$ cat src/rtl/ecc_inj_pkg.sv
// Shared constants and code functions for the ECC-protected memory.
// Assumes a 32-bit data word with a Hamming code over positions 1..38,
// parity bits at power-of-two positions, plus one overall parity bit.
package ecc_inj_pkg;

    localparam int DATA_W  = 32;
    localparam int CHK_W   = 7;
    localparam int HAM_W   = CHK_W - 1;          // Hamming syndrome width
    localparam int CODE_W  = DATA_W + CHK_W;
    localparam int POS_MAX = DATA_W + HAM_W;     // highest Hamming position

    typedef struct packed {
        logic [DATA_W-1:0] data;
        logic [CHK_W-1:0]  chk;
    } codeword_t;

    // Hamming position held by data bit idx (skips powers of two).
    function automatic int data_pos(input int idx);
        int cnt;
        int res;
        cnt = 0;
        res = 0;
        for (int p = 1; p <= POS_MAX; p++) begin
            if ((p & (p - 1)) != 0) begin
                if (cnt == idx) res = p;
                cnt++;
            end
        end
        return res;
    endfunction

    // Check bits for a data word: Hamming bits, then overall parity on top.
    function automatic logic [CHK_W-1:0] ecc_gen(input logic [DATA_W-1:0] d);
        logic [CHK_W-1:0] c;
        int pos;
        c = '0;
        for (int i = 0; i < DATA_W; i++) begin
            pos = data_pos(i);
            for (int b = 0; b < HAM_W; b++) begin
                if (pos[b]) c[b] = c[b] ^ d[i];
            end
        end
        c[CHK_W-1] = ^{d, c[HAM_W-1:0]};
        return c;
    endfunction

endpackage

$ cat src/rtl/ecc_sram_array.sv
// Single-port word memory with a registered read port.
// Stores whole codewords; one access per cycle; the read result, its
// address and a valid strobe appear the cycle after the request.
module ecc_sram_array #(
    parameter int ADDR_W = 6,
    parameter int WORD_W = 39
) (
    input  logic              clk,
    input  logic              rst_n,
    input  logic              req,
    input  logic              we,
    input  logic [ADDR_W-1:0] addr,
    input  logic [WORD_W-1:0] wword,
    output logic [WORD_W-1:0] rword,
    output logic [ADDR_W-1:0] raddr,
    output logic              rvalid
);
    localparam int DEPTH = 1 << ADDR_W;

    logic [WORD_W-1:0] mem_q [DEPTH];

    // Array write port.
    always_ff @(posedge clk) begin
        if (req && we) mem_q[addr] <= wword;
    end

    // Registered read data, address and valid strobe.
    always_ff @(posedge clk) begin
        if (!rst_n) begin
            rword  <= '0;
            raddr  <= '0;
            rvalid <= 1'b0;
        end else begin
            rvalid <= req && !we;
            if (req && !we) begin
                rword <= mem_q[addr];
                raddr <= addr;
            end
        end
    end
endmodule

$ cat src/rtl/ecc_inj_stage.sv
// Bit-flip stage on the read path between the array and the decoder.
// Each enabled channel aimed at the read address XORs its masks into the
// word; matching channels combine by XOR. Purely combinational.
module ecc_inj_stage
    import ecc_inj_pkg::*;
#(
    parameter int ADDR_W = 6,
    parameter int NUM_CH = 2
) (
    input  logic [NUM_CH-1:0]             ch_en,
    input  logic [NUM_CH-1:0][ADDR_W-1:0] ch_addr,
    input  logic [NUM_CH-1:0][DATA_W-1:0] ch_dmask,
    input  logic [NUM_CH-1:0][CHK_W-1:0]  ch_cmask,
    input  logic [ADDR_W-1:0]             raddr,
    input  codeword_t                     word_in,
    output codeword_t                     word_out,
    output logic                          hit
);
    logic [NUM_CH-1:0]             ch_hit;
    logic [NUM_CH-1:0][DATA_W-1:0] dflip;
    logic [NUM_CH-1:0][CHK_W-1:0]  cflip;

    for (genvar c = 0; c < NUM_CH; c++) begin : g_ch
        // Per-channel match and gated masks.
        always_comb begin
            ch_hit[c] = ch_en[c] && (ch_addr[c] == raddr);
            dflip[c]  = ch_hit[c] ? ch_dmask[c] : '0;
            cflip[c]  = ch_hit[c] ? ch_cmask[c] : '0;
        end
    end

    // Combine all channel masks and apply them to the word.
    always_comb begin
        logic [DATA_W-1:0] dx;
        logic [CHK_W-1:0]  cx;
        dx = '0;
        cx = '0;
        for (int c = 0; c < NUM_CH; c++) begin
            dx = dx ^ dflip[c];
            cx = cx ^ cflip[c];
        end
        word_out.data = word_in.data ^ dx;
        word_out.chk  = word_in.chk ^ cx;
        hit           = |ch_hit;
    end
endmodule

$ cat src/rtl/ecc_secded_dec.sv
// Combinational decoder: recomputes syndrome and overall parity,
// corrects one flipped bit, flags even-weight or out-of-range errors
// as uncorrectable and then passes the raw data unchanged.
module ecc_secded_dec
    import ecc_inj_pkg::*;
(
    input  codeword_t         word_in,
    output logic [DATA_W-1:0] data_out,
    output logic              ce,
    output logic              ue
);
    logic [CHK_W-1:0]  recalc;
    logic [HAM_W-1:0]  syn;
    logic              par_err;
    logic              in_range;
    logic [DATA_W-1:0] fix;

    // Syndrome and overall-parity evaluation.
    always_comb begin
        recalc   = ecc_gen(word_in.data);
        syn      = recalc[HAM_W-1:0] ^ word_in.chk[HAM_W-1:0];
        par_err  = ^{word_in.data, word_in.chk};
        in_range = syn <= HAM_W'(POS_MAX);
        ce       = par_err && in_range;
        ue       = (!par_err && (syn != '0)) || (par_err && !in_range);
    end

    // Locate the data bit to flip back for a correctable error.
    always_comb begin
        for (int i = 0; i < DATA_W; i++) begin
            fix[i] = ce && (syn == HAM_W'(data_pos(i)));
        end
        data_out = word_in.data ^ fix;
    end
endmodule

$ cat src/rtl/ecc_err_report.sv
// Error reporter: sticky corrected / uncorrectable flags with
// write-one-to-clear, first-fault address capture per kind. Events are
// counted only when the matching reporting enable is set.
module ecc_err_report #(
    parameter int ADDR_W = 6
) (
    input  logic              clk,
    input  logic              rst_n,
    input  logic              evt_valid,
    input  logic              evt_ce,
    input  logic              evt_ue,
    input  logic [ADDR_W-1:0] evt_addr,
    input  logic              rep_ce_en,
    input  logic              rep_ue_en,
    input  logic              clr_ce,
    input  logic              clr_ue,
    output logic              ce_flag,
    output logic              ue_flag,
    output logic [ADDR_W-1:0] ce_addr,
    output logic [ADDR_W-1:0] ue_addr
);
    logic hit_ce;
    logic hit_ue;

    // Qualify decoder events with reporting enables.
    always_comb begin
        hit_ce = evt_valid && evt_ce && rep_ce_en;
        hit_ue = evt_valid && evt_ue && rep_ue_en;
    end

    // Corrected-event flag and first-fault address.
    always_ff @(posedge clk) begin
        if (!rst_n) begin
            ce_flag <= 1'b0;
            ce_addr <= '0;
        end else begin
            if (hit_ce) ce_flag <= 1'b1;
            else if (clr_ce) ce_flag <= 1'b0;
            if (hit_ce && (!ce_flag || clr_ce)) ce_addr <= evt_addr;
        end
    end

    // Uncorrectable-event flag and first-fault address.
    always_ff @(posedge clk) begin
        if (!rst_n) begin
            ue_flag <= 1'b0;
            ue_addr <= '0;
        end else begin
            if (hit_ue) ue_flag <= 1'b1;
            else if (clr_ue) ue_flag <= 1'b0;
            if (hit_ue && (!ue_flag || clr_ue)) ue_addr <= evt_addr;
        end
    end
endmodule

$ cat src/rtl/ecc_sram_inj.sv
// ECC-protected memory with a runtime bit-flip injection path and an
// error reporter. Register map (word index): 0 control, 1 status (W1C),
// 2 corrected address, 3 uncorrectable address, 4+4c.. channel c
// (enable, target, data mask, check mask). Register port always ready.
module ecc_sram_inj
    import ecc_inj_pkg::*;
#(
    parameter int ADDR_W = 6,
    parameter int NUM_CH = 2,
    parameter int REG_AW = 5
) (
    input  logic              clk,
    input  logic              rst_n,
    input  logic              mem_req,
    input  logic              mem_we,
    input  logic [ADDR_W-1:0] mem_addr,
    input  logic [31:0]       mem_wdata,
    output logic              mem_rvalid,
    output logic [31:0]       mem_rdata,
    output logic              mem_ce,
    output logic              mem_ue,
    input  logic              reg_valid,
    output logic              reg_ready,
    input  logic              reg_write,
    input  logic [REG_AW-1:0] reg_addr,
    input  logic [31:0]       reg_wdata,
    output logic [31:0]       reg_rdata,
    output logic              irq_ce,
    output logic              irq_ue
);
    localparam int SEL_W = REG_AW - 2;

    logic [3:0]                    ctrl_q;
    logic [NUM_CH-1:0]             ch_en;
    logic [NUM_CH-1:0][ADDR_W-1:0] ch_addr;
    logic [NUM_CH-1:0][DATA_W-1:0] ch_dmask;
    logic [NUM_CH-1:0][CHK_W-1:0]  ch_cmask;
    logic                          reg_wr;
    logic                          clr_ce;
    logic                          clr_ue;
    logic                          ce_flag;
    logic                          ue_flag;
    logic [ADDR_W-1:0]             ce_addr;
    logic [ADDR_W-1:0]             ue_addr;
    codeword_t                     wr_word;
    codeword_t                     arr_word;
    codeword_t                     inj_word;
    logic [ADDR_W-1:0]             arr_addr;
    logic                          inj_hit;

    // Register write strobe and status clear pulses.
    always_comb begin
        reg_ready = 1'b1;
        reg_wr    = reg_valid && reg_write;
        clr_ce    = reg_wr && (reg_addr == REG_AW'(1)) && reg_wdata[0];
        clr_ue    = reg_wr && (reg_addr == REG_AW'(1)) && reg_wdata[1];
    end

    // Control register: reporting enables [1:0], interrupt enables [3:2].
    always_ff @(posedge clk) begin
        if (!rst_n) ctrl_q <= '0;
        else if (reg_wr && (reg_addr == '0)) ctrl_q <= reg_wdata[3:0];
    end

    for (genvar c = 0; c < NUM_CH; c++) begin : g_cfg
        // Channel c configuration registers.
        always_ff @(posedge clk) begin
            if (!rst_n) begin
                ch_en[c]    <= 1'b0;
                ch_addr[c]  <= '0;
                ch_dmask[c] <= '0;
                ch_cmask[c] <= '0;
            end else if (reg_wr && (reg_addr[REG_AW-1:2] == SEL_W'(c + 1))) begin
                case (reg_addr[1:0])
                    2'd0:    ch_en[c]    <= reg_wdata[0];
                    2'd1:    ch_addr[c]  <= reg_wdata[ADDR_W-1:0];
                    2'd2:    ch_dmask[c] <= reg_wdata;
                    default: ch_cmask[c] <= reg_wdata[CHK_W-1:0];
                endcase
            end
        end
    end

    // Register read mux.
    always_comb begin
        reg_rdata = '0;
        case (reg_addr)
            REG_AW'(0): reg_rdata = {28'd0, ctrl_q};
            REG_AW'(1): reg_rdata = {30'd0, ue_flag, ce_flag};
            REG_AW'(2): reg_rdata = 32'(ce_addr);
            REG_AW'(3): reg_rdata = 32'(ue_addr);
            default: begin
                for (int c = 0; c < NUM_CH; c++) begin
                    if (reg_addr[REG_AW-1:2] == SEL_W'(c + 1)) begin
                        case (reg_addr[1:0])
                            2'd0:    reg_rdata = {31'd0, ch_en[c]};
                            2'd1:    reg_rdata = 32'(ch_addr[c]);
                            2'd2:    reg_rdata = ch_dmask[c];
                            default: reg_rdata = 32'(ch_cmask[c]);
                        endcase
                    end
                end
            end
        endcase
    end

    // Encode the write word.
    always_comb begin
        wr_word.data = mem_wdata;
        wr_word.chk  = ecc_gen(mem_wdata);
    end

    ecc_sram_array #(
        .ADDR_W (ADDR_W),
        .WORD_W (CODE_W)
    ) u_array (
        .clk    (clk),
        .rst_n  (rst_n),
        .req    (mem_req),
        .we     (mem_we),
        .addr   (mem_addr),
        .wword  (wr_word),
        .rword  (arr_word),
        .raddr  (arr_addr),
        .rvalid (mem_rvalid)
    );

    ecc_inj_stage #(
        .ADDR_W (ADDR_W),
        .NUM_CH (NUM_CH)
    ) u_inj (
        .ch_en    (ch_en),
        .ch_addr  (ch_addr),
        .ch_dmask (ch_dmask),
        .ch_cmask (ch_cmask),
        .raddr    (arr_addr),
        .word_in  (arr_word),
        .word_out (inj_word),
        .hit      (inj_hit)
    );

    ecc_secded_dec u_dec (
        .word_in  (inj_word),
        .data_out (mem_rdata),
        .ce       (mem_ce),
        .ue       (mem_ue)
    );

    ecc_err_report #(
        .ADDR_W (ADDR_W)
    ) u_rep (
        .clk       (clk),
        .rst_n     (rst_n),
        .evt_valid (mem_rvalid),
        .evt_ce    (mem_ce),
        .evt_ue    (mem_ue),
        .evt_addr  (arr_addr),
        .rep_ce_en (ctrl_q[0]),
        .rep_ue_en (ctrl_q[1]),
        .clr_ce    (clr_ce),
        .clr_ue    (clr_ue),
        .ce_flag   (ce_flag),
        .ue_flag   (ue_flag),
        .ce_addr   (ce_addr),
        .ue_addr   (ue_addr)
    );

    // Level interrupts gated by their enables.
    always_comb begin
        irq_ce = ce_flag && ctrl_q[2];
        irq_ue = ue_flag && ctrl_q[3];
    end
endmodule

$ cat config.mk
export PLATFORM = sky130hd
export DESIGN_NAME = ecc_sram_inj
export DESIGN_NICKNAME = d
export VERILOG_FILES = /design/src/rtl/ecc_inj_pkg.sv /design/src/rtl/ecc_sram_array.sv /design/src/rtl/ecc_inj_stage.sv /design/src/rtl/ecc_secded_dec.sv /design/src/rtl/ecc_err_report.sv /design/src/rtl/ecc_sram_inj.sv
export SDC_FILE = /design/constraint.sdc
export NUM_CORES = 2
export LEC_CHECK = 0
export BUFFER_PORTS_ARGS = -buffer_cell sky130_fd_sc_hd__buf_4
export CAP_MARGIN = 0
export CORE_ASPECT_RATIO = 0.5
export CORE_UTILIZATION = 50
export DETAILED_ROUTE_END_ITERATION = 10
export PLACE_DENSITY_LB_ADDON = 0.05
export SLEW_MARGIN = 20
export SYNTH_ARGS = -nofsm -noshare
export SYNTH_HDL_FRONTEND = slang
export SYNTH_SLANG_ARGS = --single-unit
export TNS_END_PERCENT = 30
$ cat constraint.sdc
create_clock -name clk -period 10.1 [get_ports clk]
set_input_delay 1.01 -clock clk [delete_from_list [all_inputs] [get_ports clk]]
set_output_delay 1.01 -clock clk [all_outputs]
set_load 0.02 [all_outputs]
Word level (Yosys, flattened, before mapping)
Memories as Yosys holds them, arrays and structs flattened. A register that Yosys moved wholly into a read port is not among the register bits.
Cells that the tools add are included.
{"block": "classes", "n_lt_le_gt_ge": 1, "n_eq_ne": 41, "bitwise": 175, "n_mux": 15, "n_reduce_logical": 79}
{"op": "case mux 32 bit (3 select lines)", "count": 2}
{"op": "XOR 1 bit", "count": 168}
{"op": "2-to-1 mux 32 bit", "count": 4}
{"op": "case mux 32 bit (4 select lines)", "count": 1}
{"op": "XOR 32 bit", "count": 3}
{"op": "equality test 6 x 5 -> 1 bit (second input constant)", "count": 15}
{"op": "logical AND 1 bit", "count": 54}
{"op": "equality test 6 x 4 -> 1 bit (second input constant)", "count": 7}
{"op": "parity 39 bit", "count": 1}
{"op": "parity 38 bit", "count": 1}
{"op": "equality test 6 bit (second input constant)", "count": 6}
{"op": "equality test 6 x 3 -> 1 bit (second input constant)", "count": 3}
{"op": "AND reduction 2 bit", "count": 8}
{"op": "2-to-1 mux 7 bit", "count": 2}
{"op": "XOR 7 bit", "count": 2}
{"op": "equality test 6 bit", "count": 2}
{"op": "equality test 5 x 2 -> 1 bit (second input constant)", "count": 2}
{"op": "equality test 6 x 2 -> 1 bit (second input constant)", "count": 1}
{"op": "<= comparator 6 bit (second input constant)", "count": 1}
{"op": "logical NOT 1 bit", "count": 6}
{"op": "2-to-1 mux 1 bit", "count": 6}
{"op": "nonzero test 6 bit", "count": 1}
{"op": "XOR 6 bit", "count": 1}
{"op": "equality test 5 x 1 -> 1 bit (second input constant)", "count": 1}
{"op": "10 further kinds", "count": 13}
{"block": "word_totals", "mem_count": 1, "mem_bits_rw": 2496, "regBits": 117, "inputBits": 81}
{"memory": "u_array.mem_q", "depth": 64, "word_bits": 39, "rd": 1, "rd_ports_with_merged_regs": 1, "wr": 1, "line": "ecc_sram_array.sv:20", "text": "logic [WORD_W-1:0] mem_q [DEPTH];"}

Longest topological paths before layout
{"block": "logic_depth", "depth_word": 30, "depth_mapped": 16}

Modules after synthesis
Synthesis repeated with hierarchy kept, for this count alone.
{"block": "unflattened", "hier_cells": 6197, "hier_area_um2": 106194.3}
{"module": "ecc_sram_array", "seq_area_each_um2": 75872.8, "instances": 1, "area_each_um2": 97173.2, "cells_per_inst": 5201}
{"module": "ecc_sram_inj", "seq_area_each_um2": 1921.8, "instances": 1, "area_each_um2": 5196.2, "cells_per_inst": 597}
{"module": "ecc_inj_stage", "seq_area_each_um2": 0.0, "instances": 1, "area_each_um2": 1816.7, "cells_per_inst": 186}
{"module": "ecc_secded_dec", "seq_area_each_um2": 0.0, "instances": 1, "area_each_um2": 1438.9, "cells_per_inst": 157}
{"module": "ecc_err_report", "seq_area_each_um2": 280.3, "instances": 1, "area_each_um2": 569.3, "cells_per_inst": 56}

Least setup slack after synthesis
Ideal clock, no wire load.
{"block": "synth_path", "kind": "input-to-reg", "start": "in mem_wdata[3]", "end": "mem u_array.mem_q[0][6], data pin", "path_stages": 7, "path_slack_ns": 3.701, "setup_ns": 0.567, "t_arrival_ns": 5.832, "cell_sequence": "xor2_1 xnor2_1 xnor2_1 xnor2_1 xnor2_1 xor2_1 xnor2_1"}
{"block": "synth_via", "elab_chain_cells": 17, "elab_cells_between_ends": 49}
{"item": "from (decl)", "line": "ecc_sram_inj.sv:17", "text": "input logic [31:0] mem_wdata,"}
{"item": "XOR 1 bit (16 in a row)", "line": "ecc_inj_pkg.sv:40", "text": "if (pos[b]) c[b] = c[b] ^ d[i];"}
{"item": "named net u_array.wword[1]", "line": "ecc_sram_array.sv:13", "text": "input logic [WORD_W-1:0] wword,"}
{"item": "parity 38 bit", "line": "ecc_inj_pkg.sv:43", "text": "c[CHK_W-1] = ^{d, c[HAM_W-1:0]};"}
{"item": "named net u_array.wword[6]", "line": "ecc_sram_array.sv:13"}
{"item": "to (decl)", "line": "ecc_sram_array.sv:20"}
The timed path passes the listed nets, and every way through them passes these cells.

Worst setup path after layout
{"block": "layout_path", "start": "reg u_array.raddr[1]", "end": "out mem_rdata[27]"}
{"block": "layout_via", "elab_chain_cells": 27, "elab_cells_between_ends": 103}
{"item": "from (decl)", "line": "ecc_sram_array.sv:15", "text": "output logic [ADDR_W-1:0] raddr,"}
{"item": "from (signal assigned)", "line": "ecc_sram_array.sv:37", "text": "raddr <= addr;"}
{"item": "equality test 6 bit", "line": "ecc_inj_stage.sv:26", "text": "ch_hit[c] = ch_en[c] && (ch_addr[c] == raddr);"}
{"item": "logical AND 1 bit", "line": "ecc_inj_stage.sv:26"}
{"item": "2-to-1 mux 32 bit", "line": "ecc_inj_stage.sv:27", "text": "dflip[c] = ch_hit[c] ? ch_dmask[c] : '0;"}
{"item": "XOR 32 bit", "line": "ecc_inj_stage.sv:39", "text": "dx = dx ^ dflip[c];"}
{"item": "XOR 32 bit", "line": "ecc_inj_stage.sv:42", "text": "word_out.data = word_in.data ^ dx;"}
{"item": "XOR 1 bit (17 in a row)", "line": "ecc_inj_pkg.sv:40"}
{"item": "XOR 6 bit", "line": "ecc_secded_dec.sv:21", "text": "syn = recalc[HAM_W-1:0] ^ word_in.chk[HAM_W-1:0];"}
{"item": "<= comparator 6 bit", "line": "ecc_secded_dec.sv:23", "text": "in_range = syn <= HAM_W'(POS_MAX);"}
{"item": "logical AND 1 bit", "line": "ecc_secded_dec.sv:24", "text": "ce = par_err && in_range;"}
{"item": "logical AND 1 bit", "line": "ecc_secded_dec.sv:31", "text": "fix[i] = ce && (syn == HAM_W'(data_pos(i)));"}
{"item": "XOR 32 bit *", "line": "ecc_secded_dec.sv:33", "text": "data_out = word_in.data ^ fix;"}
{"item": "to (decl)", "line": "ecc_sram_inj.sv:19", "text": "output logic [31:0] mem_rdata,"}
Mark *: on every way between the ends. The rest lies on a longest branch, timed or not.

==> impl_metrics.env <==
export IMPL_synthAdderAreaFrac=0
export IMPL_hold_class="in2reg"
export IMPL_leakagePower_uw=0.0347
export IMPL_syn_num_nets=6188
export IMPL_num_rows=116
export IMPL_multiInputGateArea_um2=22400
export IMPL_grt_max_degree=109
export IMPL_cts_tree="yes"
export IMPL_numCtsBuffers=229
export IMPL_wl_per_cell_um=37.1
export IMPL_synth_most_common_cell="edfxtp_1"
export IMPL_rsz0062_at_grt="false"
export IMPL_dp_cells=8771
export IMPL_layout_cells_non_filler=9190
export IMPL_root_buffer="clkbuf_16"
export IMPL_startpoint="u_array.raddr[1]"
export IMPL_max_freq_mhz=134
export IMPL_initial_core_util=0.505
export IMPL_crit_path_end_kind="output pin"
export IMPL_cts_htree_levels=4
export IMPL_grt_first_pass_wirelength_um=471000
export IMPL_dieArea_um2=205000
export IMPL_grt_overflow=0
export IMPL_finalCritPeriodShare=0.739
export IMPL_slowest_stage="nor2_4"
export IMPL_yosys_top_cells_area="edfxtp_1 74%, a22oi_1 5.0%, dfxtp_1 3.1%"
export IMPL_synthFlopType="edfxtp_1"
export IMPL_drive_above_1_share=0.134
export IMPL_ctsHoldBuffers=0
export IMPL_synth_edf_count=2496
export IMPL_die_h_um=320
export IMPL_finalMaxSlewViolations=0
export IMPL_yosysTopAreaCellShare=0.739
export IMPL_setup_viol=0
export IMPL_synth_xor_area_share=0.0301
export IMPL_firstDrtPassIters=6
export IMPL_path_class="reg2out"
export IMPL_path_buf_inv=1
export IMPL_tns_ns=0
export IMPL_cp_required_ns=9.09
export IMPL_min_from="reg_wdata[12]"
export IMPL_worstPathArrival_ns=6.46
export IMPL_reg2reg_slack_ns=4.74
export IMPL_worstMarginPinSlew_ns=1.29
export IMPL_gp_congestion=0.902
export IMPL_viasPerCell=6.72
export IMPL_seqCellArea_um2=78100
export IMPL_cap_violations=0
export IMPL_post_cts_resized=0
export IMPL_worst_path_max_fanout=26
export IMPL_cts_setup_buffers=0
export IMPL_min_period_ns=7.47
export IMPL_antenna_found_initial=20
export IMPL_routed_wl_um=341000
export IMPL_clk_pin_slew_worst_paths_ns=0.08
export IMPL_yosysWarnings=0
export IMPL_vias=61700
export IMPL_syn_inst=6107
export IMPL_synthDistinctLibCells=67
export IMPL_dp_hpwl_um=193000
export IMPL_track_usage=0.329
export IMPL_synth_seq_area_share=0.770
export IMPL_ir_drop_v=0.000306
export IMPL_timing_slew_headroom=0.130
export IMPL_r2r_end="u_rep.ue_addr[5]"
export IMPL_antenna_left=0
export IMPL_status="finished clean"
export IMPL_nFillCells=15500
export IMPL_syn_cell_area_um2=101000
export IMPL_hold_path_end="ch_dmask[12]"
export IMPL_finClkSkew_ns=0.0720
export IMPL_cpMostUsedCell="xnor2_1"
export IMPL_cts_buffer_depth=4
export IMPL_synth_seq_cells=2652
export IMPL_hold_violations=0
export IMPL_grt_pass1_vias=58300
export IMPL_synthToLayoutAreaGrowth_pct=12.5
export IMPL_ios=151
export IMPL_drc=0
export IMPL_portBuffers=149
export IMPL_synth_top_family_by_area="compound AO/OA/AOI/OAI gates"
export IMPL_start_kind="flip-flop"
export IMPL_synth_simple_area_share=0.0398
export IMPL_synth_area_per_cell_um2=16.6
export IMPL_die_w_um=639
export IMPL_slowest_delay_ns=0.79
export IMPL_p_per_area_nw_per_um2=211
export IMPL_drtIter0Drc=8957
export IMPL_whs_path_depth=3
export IMPL_synth_top_area_cell="edfxtp_1"
export IMPL_muxShareOfSynthArea=0.0180
export IMPL_crit_family="simple AND/OR/NAND/NOR gates"
export IMPL_worst_hold_slack_ns=0.417
export IMPL_synth_compound_area_frac=0.125
export IMPL_path_cells="xnor2_1 > nand3_2 > nor2_4 > nand2_1 > xnor2_2 > xnor3_1 > xnor3_1 > xnor2_1 > a21oi_2 > o21ai_2 > nand3_1 > nor2_1 > xnor2_1 > buf_4"
export IMPL_synthTopCellsByCount="2496 x edfxtp_1, 681 x a22oi_1, 304 x nand2_1"
export IMPL_rr_worst_depth=13
export IMPL_reg2reg_from="u_array.raddr[1]"
export IMPL_cts_sinks=2652
export IMPL_nets=6370
export IMPL_clock_latency_ns=0.90
export IMPL_core_region_area_um2=201000
export IMPL_async_flop_share=0
## worst max-delay path by stage
stage / end / cells past startpoint
global placement: mem_rdata[27] / 14
floorplan: u_array.mem_q[0][6] / 7
finish: mem_rdata[27] / 14
detailed placement: mem_rdata[27] / 14
global route: mem_rdata[27] / 14
CTS: mem_rdata[27] / 14
## kinds of logic after synthesis
family,count (synthesis)
buffers and inverters,445
DFF,2652
muxes,156
xor gates and xnor gates,305
and+or+nand+nor,854
other,1
AOI/OAI and AO/OA,1694
## stage by stage
stage	total power, µW	utilization	worst slack, ns	cell area, µm²
after detailed placement	15500	0.532	3.62	107000
after floorplan	14300	-	3.70	101000
final	24100	0.568	2.63	114000
after global routing	24700	0.568	2.43	114000
after CTS	24100	0.568	2.69	114000
after global placement	15500	0.532	3.69	107000
## layer usage
metal | GRT usage | up-vias | wire length, µm
met5 | 0 | - | 40
met4 | 0.0621 | 6 | 6330
met3 | 0.0834 | 441 | 42600
met2 | 0.471 | 3806 | 146000
met1 | 0.511 | 32400 | 146000
li1 | - | 25100 | -
## where the power goes
part | internal (µW) | total [µW] | switching [µW]
logic | 588 | 2570 | 1980
registers | 12700 | 12800 | 48.1
clock network | 4710 | 8710 | 4010
## area by class of cell
class | instances | share of cell area
timing repair buffer | 362 | 0.0256
tap | 2714 | 0.0298
inverter | 34 | 0.00112
clock inverter | 107 | 0.00849
sequential | 2652 | 0.685
multi-input combinational | 3010 | 0.196
clock buffer | 304 | 0.0541
antenna | 7 | 0.000154
## state kept, by name, summed over array words and instances, names as in the netlist
name            count
u_rep.ue_addr       6
ch_cmask           14
u_array.mem_q    2496
ch_addr            12
u_rep.ue_flag       1
u_array.rvalid      1
ch_dmask           64
u_rep.ce_addr       6
u_array.raddr       6
u_array.rword      39
ctrl_q              4
ch_en               2
u_rep.ce_flag       1
## cell usage in the layout (no fill, tap or decap), types with 33 or more instances in the layout
master     Yosys  final
o2111ai_1     38     38
nor2_4         2     69
buf_4          3    343
a221oi_1     236    235
clkinv_2       0     36
mux2i_1      107    107
o21ai_0       90     88
a22o_1       228    228
a22oi_1      681    681
nand2_1      304    303
a21boi_0      72     72
nor3_1        47     44
nand4_1       90     90
clkinv_1       1     40
a21oi_1      112    112
nand3_1       52     51
xor2_1        50     48
a31oi_1      175    175
clkbuf_1     301     63
dfxtp_1      156    156
inv_1         33     33
clkbuf_16      0    232
xnor2_1      223    218
nor2_1       213    145
nor2b_1       56     50
edfxtp_1    2496   2496
## worst register-to-register path: stages, from the launching register on
cell and delay (ns):
dfxtp_1 0.43, xnor2_1 0.18, nand3_2 0.54, nor2_4 0.81, nand2_1 0.22, xnor2_2 0.29, xor3_2 0.55, xnor3_2 0.45
or3_4 0.36, a21oi_2 0.15, o21ai_2 0.17, a2111oi_4 0.76, mux2i_1 0.28, nor2b_1 0.06
Power figures use the tool's default switching activity.
